[config.mk]
export PLATFORM = sky130hd
export DESIGN_NAME = sar_serial_seq
export DESIGN_NICKNAME = d
export VERILOG_FILES = /design/src/rtl/sar_seq_pkg.sv /design/src/rtl/sar_seq_sync.sv /design/src/rtl/sar_seq_frame.sv /design/src/rtl/sar_seq_shift.sv /design/src/rtl/sar_serial_seq.sv
export SDC_FILE = /design/constraint.sdc
export NUM_CORES = 1
export LEC_CHECK = 0
export BUFFER_PORTS_ARGS = -buffer_cell sky130_fd_sc_hd__buf_2
export CELL_PAD_IN_SITES_DETAIL_PLACEMENT = 1
export CELL_PAD_IN_SITES_GLOBAL_PLACEMENT = 1
export CORE_ASPECT_RATIO = 0.6
export CORE_MARGIN = 4
export CORE_UTILIZATION = 39
export CTS_CLUSTER_SIZE = 24
export DETAILED_ROUTE_END_ITERATION = 12
export PLACE_DENSITY = 0.74
export SYNTH_ARGS = -nofsm -noshare
export SYNTH_HDL_FRONTEND = slang
export SYNTH_SLANG_ARGS = --single-unit
[constraint.sdc]
create_clock -name clk -period 5.29 [get_ports clk]
set_input_delay 0.2645 -clock clk [delete_from_list [all_inputs] [get_ports clk]]
set_output_delay 0.2645 -clock clk [all_outputs]
set_load 0.02 [all_outputs]
[src/rtl/sar_seq_pkg.sv]
package sar_seq_pkg;

    typedef enum logic [2:0] {
        PH_IDLE,
        PH_SAMPLE,
        PH_NULL,
        PH_MSB,
        PH_LSB,
        PH_DONE
    } phase_t;

    typedef struct packed {
        logic en;
        logic dat;
    } pin_t;

    // Phase of the read cycle after n falling data-clock edges.
    function automatic phase_t phase_of(logic active, int n, int sample_falls, int word_w);
        int msb_start;
        int lsb_start;
        int last;
        msb_start = sample_falls + 1;
        lsb_start = msb_start + word_w;
        last      = lsb_start + word_w - 1;
        if (!active)              return PH_IDLE;
        else if (n < sample_falls) return PH_SAMPLE;
        else if (n == sample_falls) return PH_NULL;
        else if (n < lsb_start)    return PH_MSB;
        else if (n < last)         return PH_LSB;
        else                       return PH_DONE;
    endfunction

    function automatic int frame_end(int sample_falls, int word_w);
        return sample_falls + 2 * word_w;
    endfunction

endpackage

[src/rtl/sar_seq_sync.sv]
module sar_seq_sync #(
    parameter int STAGES = 2
) (
    input  logic clk,
    input  logic rst,
    input  logic din,
    output logic level,
    output logic fell
);
    logic [STAGES-1:0] sh;
    logic              prev;

    always_ff @(posedge clk) begin
        if (rst) begin
            sh   <= '0;
            prev <= 1'b0;
        end else begin
            sh   <= {sh[STAGES-2:0], din};
            prev <= sh[STAGES-1];
        end
    end

    assign level = sh[STAGES-1];
    assign fell  = prev & ~sh[STAGES-1];
endmodule

[src/rtl/sar_seq_frame.sv]
module sar_seq_frame #(
    parameter int WORD_W       = 16,
    parameter int SAMPLE_FALLS = 5,
    parameter int CNT_W        = 6
) (
    input  logic             clk,
    input  logic             rst,
    input  logic             cs_hi,
    input  logic             cs_fall,
    input  logic             dclk_fall,
    output logic             active,
    output logic [CNT_W-1:0] cnt
);
    localparam int LAST = sar_seq_pkg::frame_end(SAMPLE_FALLS, WORD_W);

    always_ff @(posedge clk) begin
        if (rst) begin
            active <= 1'b0;
            cnt    <= '0;
        end else if (cs_hi) begin
            active <= 1'b0;
            cnt    <= '0;
        end else if (cs_fall) begin
            active <= 1'b1;
            cnt    <= '0;
        end else if (active && dclk_fall && cnt != CNT_W'(LAST)) begin
            cnt <= cnt + 1'b1;
        end
    end

    // the edge count saturates at the end of the frame
    p_cnt_bound_r7: assert property (@(posedge clk) disable iff (rst)
        cnt <= CNT_W'(LAST));

    // inside a cycle the count only advances by one per step
    p_cnt_step_r12: assert property (@(posedge clk) disable iff (rst)
        (active && $past(active) && cnt != $past(cnt)) |-> (cnt == $past(cnt) + 1'b1));

    // a high select closes the cycle on the next clock
    p_cs_closes_r8: assert property (@(posedge clk) disable iff (rst)
        cs_hi |=> !active);
endmodule

[src/rtl/sar_seq_shift.sv]
module sar_seq_shift #(
    parameter int WORD_W       = 16,
    parameter int SAMPLE_FALLS = 5,
    parameter int CNT_W        = 6
) (
    input  logic              clk,
    input  logic              rst,
    input  logic              active,
    input  logic [CNT_W-1:0]  cnt,
    input  logic              dclk_fall,
    input  logic [WORD_W-1:0] conv_word,
    output logic              sdo_data,
    output logic              sdo_en,
    output logic              analog_active
);
    import sar_seq_pkg::*;

    localparam int IDX_W     = (WORD_W > 1) ? $clog2(WORD_W) : 1;
    localparam int MSB_START = SAMPLE_FALLS + 1;
    localparam int LSB_START = MSB_START + WORD_W;
    localparam int MSB_LAST  = LSB_START - 1;

    logic [WORD_W-1:0] word_q;
    phase_t            ph;
    pin_t              pin;
    int                n;
    int                idx;

    // Capture the result on the edge that closes sampling.
    always_ff @(posedge clk) begin
        if (rst) begin
            word_q <= '0;
        end else if (active && dclk_fall && cnt == CNT_W'(SAMPLE_FALLS - 1)) begin
            word_q <= conv_word;
        end
    end

    always_comb begin
        n   = int'(cnt);
        ph  = phase_of(active, n, SAMPLE_FALLS, WORD_W);
        idx = 0;
        pin = '{en: 1'b0, dat: 1'b0};
        unique case (ph)
            PH_NULL: pin = '{en: 1'b1, dat: 1'b0};
            PH_MSB: begin
                idx = MSB_LAST - n;
                pin = '{en: 1'b1, dat: word_q[idx[IDX_W-1:0]]};
            end
            PH_LSB: begin
                idx = n - MSB_LAST;
                pin = '{en: 1'b1, dat: word_q[idx[IDX_W-1:0]]};
            end
            default: pin = '{en: 1'b0, dat: 1'b0};
        endcase
    end

    assign sdo_en        = pin.en;
    assign sdo_data      = pin.dat;
    assign analog_active = active && (n < LSB_START);

    // the first bit driven in a cycle is the low null bit
    p_first_null_r4: assert property (@(posedge clk) disable iff (rst)
        $rose(sdo_en) |-> !sdo_data);

    // the captured word stays fixed while it is being sent
    p_word_held_r5: assert property (@(posedge clk) disable iff (rst)
        ((ph == PH_MSB || ph == PH_LSB) && $past(ph == PH_MSB || ph == PH_LSB))
        |-> $stable(word_q));

    // analog activity has ended by the time the reversed pass runs
    p_analog_off_r9: assert property (@(posedge clk) disable iff (rst)
        (ph == PH_LSB || ph == PH_DONE) |-> !analog_active);
endmodule

[src/rtl/sar_serial_seq.sv]
module sar_serial_seq #(
    parameter int WORD_W       = 16,
    parameter int SAMPLE_FALLS = 5,
    parameter int SYNC_STAGES  = 2
) (
    input  logic              clk,
    input  logic              rst,
    input  logic              cs_n_in,
    input  logic              dclk_in,
    input  logic [WORD_W-1:0] conv_word,
    output logic              sdo_data,
    output logic              sdo_en,
    output logic              analog_active,
    output logic              full_shutdown
);
    localparam int LAST  = sar_seq_pkg::frame_end(SAMPLE_FALLS, WORD_W);
    localparam int CNT_W = $clog2(LAST + 1);

    logic [1:0] raw;
    logic [1:0] lvl;
    logic [1:0] fel;
    logic             active;
    logic [CNT_W-1:0] cnt;

    assign raw = {cs_n_in, dclk_in};

    for (genvar i = 0; i < 2; i++) begin : g_sync
        sar_seq_sync #(.STAGES(SYNC_STAGES)) u_sync (
            .clk  (clk),
            .rst  (rst),
            .din  (raw[i]),
            .level(lvl[i]),
            .fell (fel[i])
        );
    end

    sar_seq_frame #(
        .WORD_W(WORD_W), .SAMPLE_FALLS(SAMPLE_FALLS), .CNT_W(CNT_W)
    ) u_frame (
        .clk      (clk),
        .rst      (rst),
        .cs_hi    (lvl[1]),
        .cs_fall  (fel[1]),
        .dclk_fall(fel[0]),
        .active   (active),
        .cnt      (cnt)
    );

    sar_seq_shift #(
        .WORD_W(WORD_W), .SAMPLE_FALLS(SAMPLE_FALLS), .CNT_W(CNT_W)
    ) u_shift (
        .clk          (clk),
        .rst          (rst),
        .active       (active),
        .cnt          (cnt),
        .dclk_fall    (fel[0]),
        .conv_word    (conv_word),
        .sdo_data     (sdo_data),
        .sdo_en       (sdo_en),
        .analog_active(analog_active)
    );

    assign full_shutdown = lvl[1];

    // shutdown releases the line on the following clock
    p_shutdown_hiz_r10: assert property (@(posedge clk) disable iff (rst)
        full_shutdown |=> !sdo_en);

    // shutdown clears analog activity on the following clock
    p_shutdown_analog_r9: assert property (@(posedge clk) disable iff (rst)
        full_shutdown |=> !analog_active);
endmodule

### After elaboration in Yosys (flattened, before gate mapping)

Cells that the tools add are included.

* flip-flop bits (word level): 29
* bits of input ports: 20
* word-level logic and storage cells: 41

* add/subtract/negate cells: 3
* $lt $le $gt $ge: 5
* equal/unequal tests: 6
* muxes and demuxes: 10
* bitwise logic cells: 4
* reduce and logical (&&, ||, !) cells: 6

Operators by type and width (count)
* $mux 3: 4
* $lt 4x5->1 const B: 2
* $bmux 1 s4: 2
* $add 6x1->6 const B: 1
* $eq 3x2->1 const B: 2
* $eq 6x3->1 const B: 1
* $eq 6x4->1 const B: 1
* $lt 6x3->1 const B: 1
* $lt 6x5->1 const B: 1
* $lt 6x6->1 const B: 1
* $ne 6x6->1 const B: 1
* $pmux 2 s3: 1
* $logic_and 1x1->1: 4
* $sub 3x4->4 const A: 1
* $sub 4x3->4 const B: 1
* $eq 3x3->1 const B: 1
* $mux 1: 3
* $reduce_or 3->1: 1
* $and 1x1->1: 2
* $not 1->1: 2
* $reduce_or 2->1: 1

### Logic depth before layout (Yosys ltp)

* depth after elaboration: 8
* gate-level depth with buffers: 8
* gate-level depth less buffers: 7

### Cells and area by module

From an unflattened synthesis, not the netlist that was laid out.

* cells, all modules: 157
* area, all modules: 1592.8 um^2

Modules (own cells, without submodules)
* sar_seq_shift: instances 1, cells each 102, area an instance 1068.5 um^2
* sar_seq_frame: instances 1, cells each 41, area an instance 349.1 um^2
* sar_seq_sync: instances 2, cells each 7, area an instance 87.6 um^2

### Worst setup path before layout

Ideal clock, no wire load.

* path kind: register -> output
* start point: register u_frame.cnt[1]
* end point: output port sdo_data
* data arrival time: 1999 ps
* required time: 5026 ps
* slack: 3026 ps
* cell stages (with the launch flop): 9
* path buffers: 1
* cells stage by stage: dfxtp_1 buf_4 inv_1 ha_1 mux4_1 nor2_1 nor2_1 o2111ai_1 o211ai_1

* word-level cells in the longest chain between the ends: 8
* elaborated cells on any way between the ends: 19
* those cells by class: add/sub: 2; order compare: 3; eq/ne: 4; mux: 10

Ends and longest elaborated chain
* start: declaration: RTL line sar_seq_frame.sv:12 `output logic [CNT_W-1:0] cnt`
* start signal: assignment: RTL line sar_seq_frame.sv:27 `cnt <= cnt + 1'b1;`
* $lt 6x6->1: RTL line sar_seq_pkg.sv:29 `else if (n < last) return PH_LSB;`
* $mux 1: RTL line sar_seq_pkg.sv:29
* $mux 3: RTL line sar_seq_pkg.sv:28 `else if (n < lsb_start) return PH_MSB;`
* $mux 3: RTL line sar_seq_pkg.sv:27 `else if (n == sample_falls) return PH_NULL;`
* $mux 3: RTL line sar_seq_pkg.sv:26 `else if (n < sample_falls) return PH_SAMPLE;`
* $mux 3: RTL line sar_seq_pkg.sv:25 `if (!active) return PH_IDLE;`
* $eq 3x3->1 / $eq 3x2->1 (equally long branches): RTL line sar_seq_shift.sv:43 `unique case (ph)`
* $pmux 2 s3 *: RTL line sar_seq_shift.sv:43
* end: declaration: RTL line sar_serial_seq.sv:11 `output logic sdo_data,`

Every way passes the cells marked *; elsewhere a longest branch is shown, timed or not. The select of a mux whose other input is x is not followed.

### Worst setup path in the final report

Same ends and word-level chain as after synthesis.

==> metrics.txt <==
status complete, no violations; flop-to-flop setup slack 3.27 ns; row count 17; WP data arrival 2.79 ns; Die ar. 5070 sq um; multi-input logic area 890 sq um; Initial Util 0.413; predominant post-synthesis flop cell dfxtp_1; most common cell after layout, fill and taps aside nand2_1; fill count 438; adder-cell share of the synthesized area 0.0485; initial antenna violation count 0; layout cells sized above 1 0.195; Seq cells post-synth 29; num ports 24; Max Root-Sink Buffers 2; Worst Hold Path EP g_sync[1].u_sync.sh[0]; Avg Inst Size Synth 9.43 sq um; Max transition margin 0.539; post-CTS sizing 0; commonest non-fill, non-tap cells in the layout nand2_1, dfxtp_1, buf_2; critical path's slowest cell dfxtp_1; vias per cell 5.19; CTS tree done; WL met1 1860 microns; fin crit period 3.06 ns; Post-CTS Setup Inserts 0; Final nets 210; Die Wd 89.3 microns; first-pass GRT wire length 6170 microns; H-tree depth 2; CP startpoint kind flop; Worst Hold Path Cells 2; Mapped Cells 164; vias 1205; Final Wtd Congestion 0.844; hold_buf cts 0; Synth Area in Simple Gates 0.210; cell mode on critical path nor2_1; Max Clk Rate 327 MHz; CP Capture Type output pin; Reg-to-Reg End u_shift.word_q[13]; setup TNS 0 ns; Clock Root Buffer clkbuf_8; pin count of the biggest net entering global routing 25; CP cell instances inv_1, ha_1, mux4_1, nor2_1, nor2_1, o2111ai_1, o211ai_1, buf_2; RSZ-0062 raised after global routing no; MaxCap Viol Count 0; Post-synth EDFFs 0; Reg2Reg Launch Point u_frame.cnt[0]; WL/cell 15.8 microns; CP Class reg2out; total core area 3740 sq um; Ys Warns 0; asr flop ratio synth 0; met3 WL post-DR 110 microns; largest family of logic cells by synthesized area simple AND/OR/NAND/NOR gates; hold crit path type in2reg; Min Hold Slack 0.191 ns; vias in the first global route 1238; Fin Clk Skew 0.00977 ns; dpl hpwl 2690 microns; Storage cell area 581 sq um; worst-path maximum fanout 10; Layout Area Growth over Synthesis 14.6%; Distinct cells, synth 34; GR Overflow Total 0; First-pass DRT Iterations 4; Leakage 0.697 nW; beginning of the worst hold path cs_n_in; Residual DRC 0; clock slew at reported path FFs 0.07 ns; FF-to-FF path depth 5; cts bufs inserted 5; CTS Sinks 29; diode count 0; final WL 3670 microns; Worst-Margin Slew 0.689 ns; mapped cell area 1550 sq um; peak supply drop 0.123 mV; Die H 56.8 microns; Final Hold Fails 0; Compound-Gate Fraction of Synth Area 0.104; multiplexer share of the synthesized area 0.155; final setup fails 0; CP peak stage delay 0.63 ns; Detailed Route Iter0 Violations 47; Slew Limit Fails 0; total track usage 0.159; xor/xnor share of the synthesized area 0.0574; register area share after synthesis 0.375; Critical Path RT 5.03 ns; Synth Net Count 190; Clock Latency Late Sink 0.28 ns; IO buf count 23; met2 routed WL 1630 microns; crit share post-route 0.578; Top Layer Used met4; PD cells 270 nW/um^2; post-route ant nets 0
## synthesized netlist by cell type, drive strengths merged, types with 2 or more instances
master,n,area share
nand4,2,0.0081
o21ai,2,0.0065
a21oi,20,0.072
mux2i,6,0.039
or3,2,0.0081
dfxtp,29,0.38
nand2b,3,0.012
xnor2,2,0.023
nand3,3,0.0097
and3b,2,0.011
nor2,12,0.029
buf,6,0.035
nor3,2,0.0097
xor2,6,0.034
ha,6,0.049
clkbuf,4,0.0097
mux4,7,0.12
inv,2,0.0049
nand2,34,0.083
nor2b,6,0.024
and3,2,0.0089
## registers in the layout, summed over array words and instances, names as in the netlist
register,cells
g_sync.u_sync.prev,2
u_shift.word_q,16
u_frame.active,1
u_frame.cnt,6
g_sync.u_sync.sh,4
## metal layers
| metal | vias to the layer above | track usage |
|---|---|---|
| li1 | 610 | - |
| met1 | 574 | 0.222 |
| met2 | 16 | 0.235 |
| met3 | 5 | 0.0337 |
| met4 | 0 | 0.0701 |
| met5 | - | 0 |
## where the power goes
group / internal, W / switching (W)
sequential: 0.000220 / 0.00000117
combinational: 0.00000709 / 0.00000724
clock: 0.000153 / 0.0000894
total: 0.000380 / 0.0000979
## final cells by class
type / count / area share
multi-input combinational: 123 / 0.502
sequential: 29 / 0.328
timing repair buffer: 23 / 0.0650
clock buffer: 6 / 0.0466
tap: 47 / 0.0332
clock inverter: 2 / 0.0212
inverter: 2 / 0.00424
## worst max-delay path, delay by kind of cell, from the launching register on
| kind | cells | cell delay (ns) |
|---|---|---|
| DFF | 1 | 0.63 |
| muxes | 1 | 0.59 |
| adders and majority gates | 1 | 0.43 |
| buffers and inverters | 2 | 0.38 |
| AOI/OAI and AO/OA | 2 | 0.29 |
| and+or+nand+nor | 2 | 0.19 |
## logic make-up after synthesis
logic type,Yosys count
AOI/OAI and AO/OA,27
xor gates and xnor gates,8
and+or+nand+nor,69
adders and majority gates,6
buffers and inverters,12
DFF,29
muxes,13
## through the flow
step	instances	total power [W]	setup slack (ns)	cell area [sq um]	util
floorplan	164	0.000232	3.03	1550	-
global placement	224	0.000240	2.76	1650	0.441
detailed placement	224	0.000241	2.56	1650	0.441
CTS	232	0.000484	2.20	1770	0.473
global route	232	0.000494	2.04	1770	0.473
finish	232	0.000478	2.23	1770	0.473
## how the worst max path moves through the flow
stage	startpoint	endpoint	slack, ns	cells past startpoint
2_1_floorplan	u_frame.cnt[1]	sdo_data	3.03	8
3_3_place_gp	u_frame.cnt[1]	sdo_data	2.76	8
3_5_place_dp	u_frame.cnt[1]	sdo_data	2.56	8
4_1_cts	u_frame.cnt[1]	sdo_data	2.20	8
5_1_grt	u_frame.cnt[1]	sdo_data	2.04	8
6_report	u_frame.cnt[1]	sdo_data	2.23	8
Note: power is estimated with default switching activity, not from simulation.
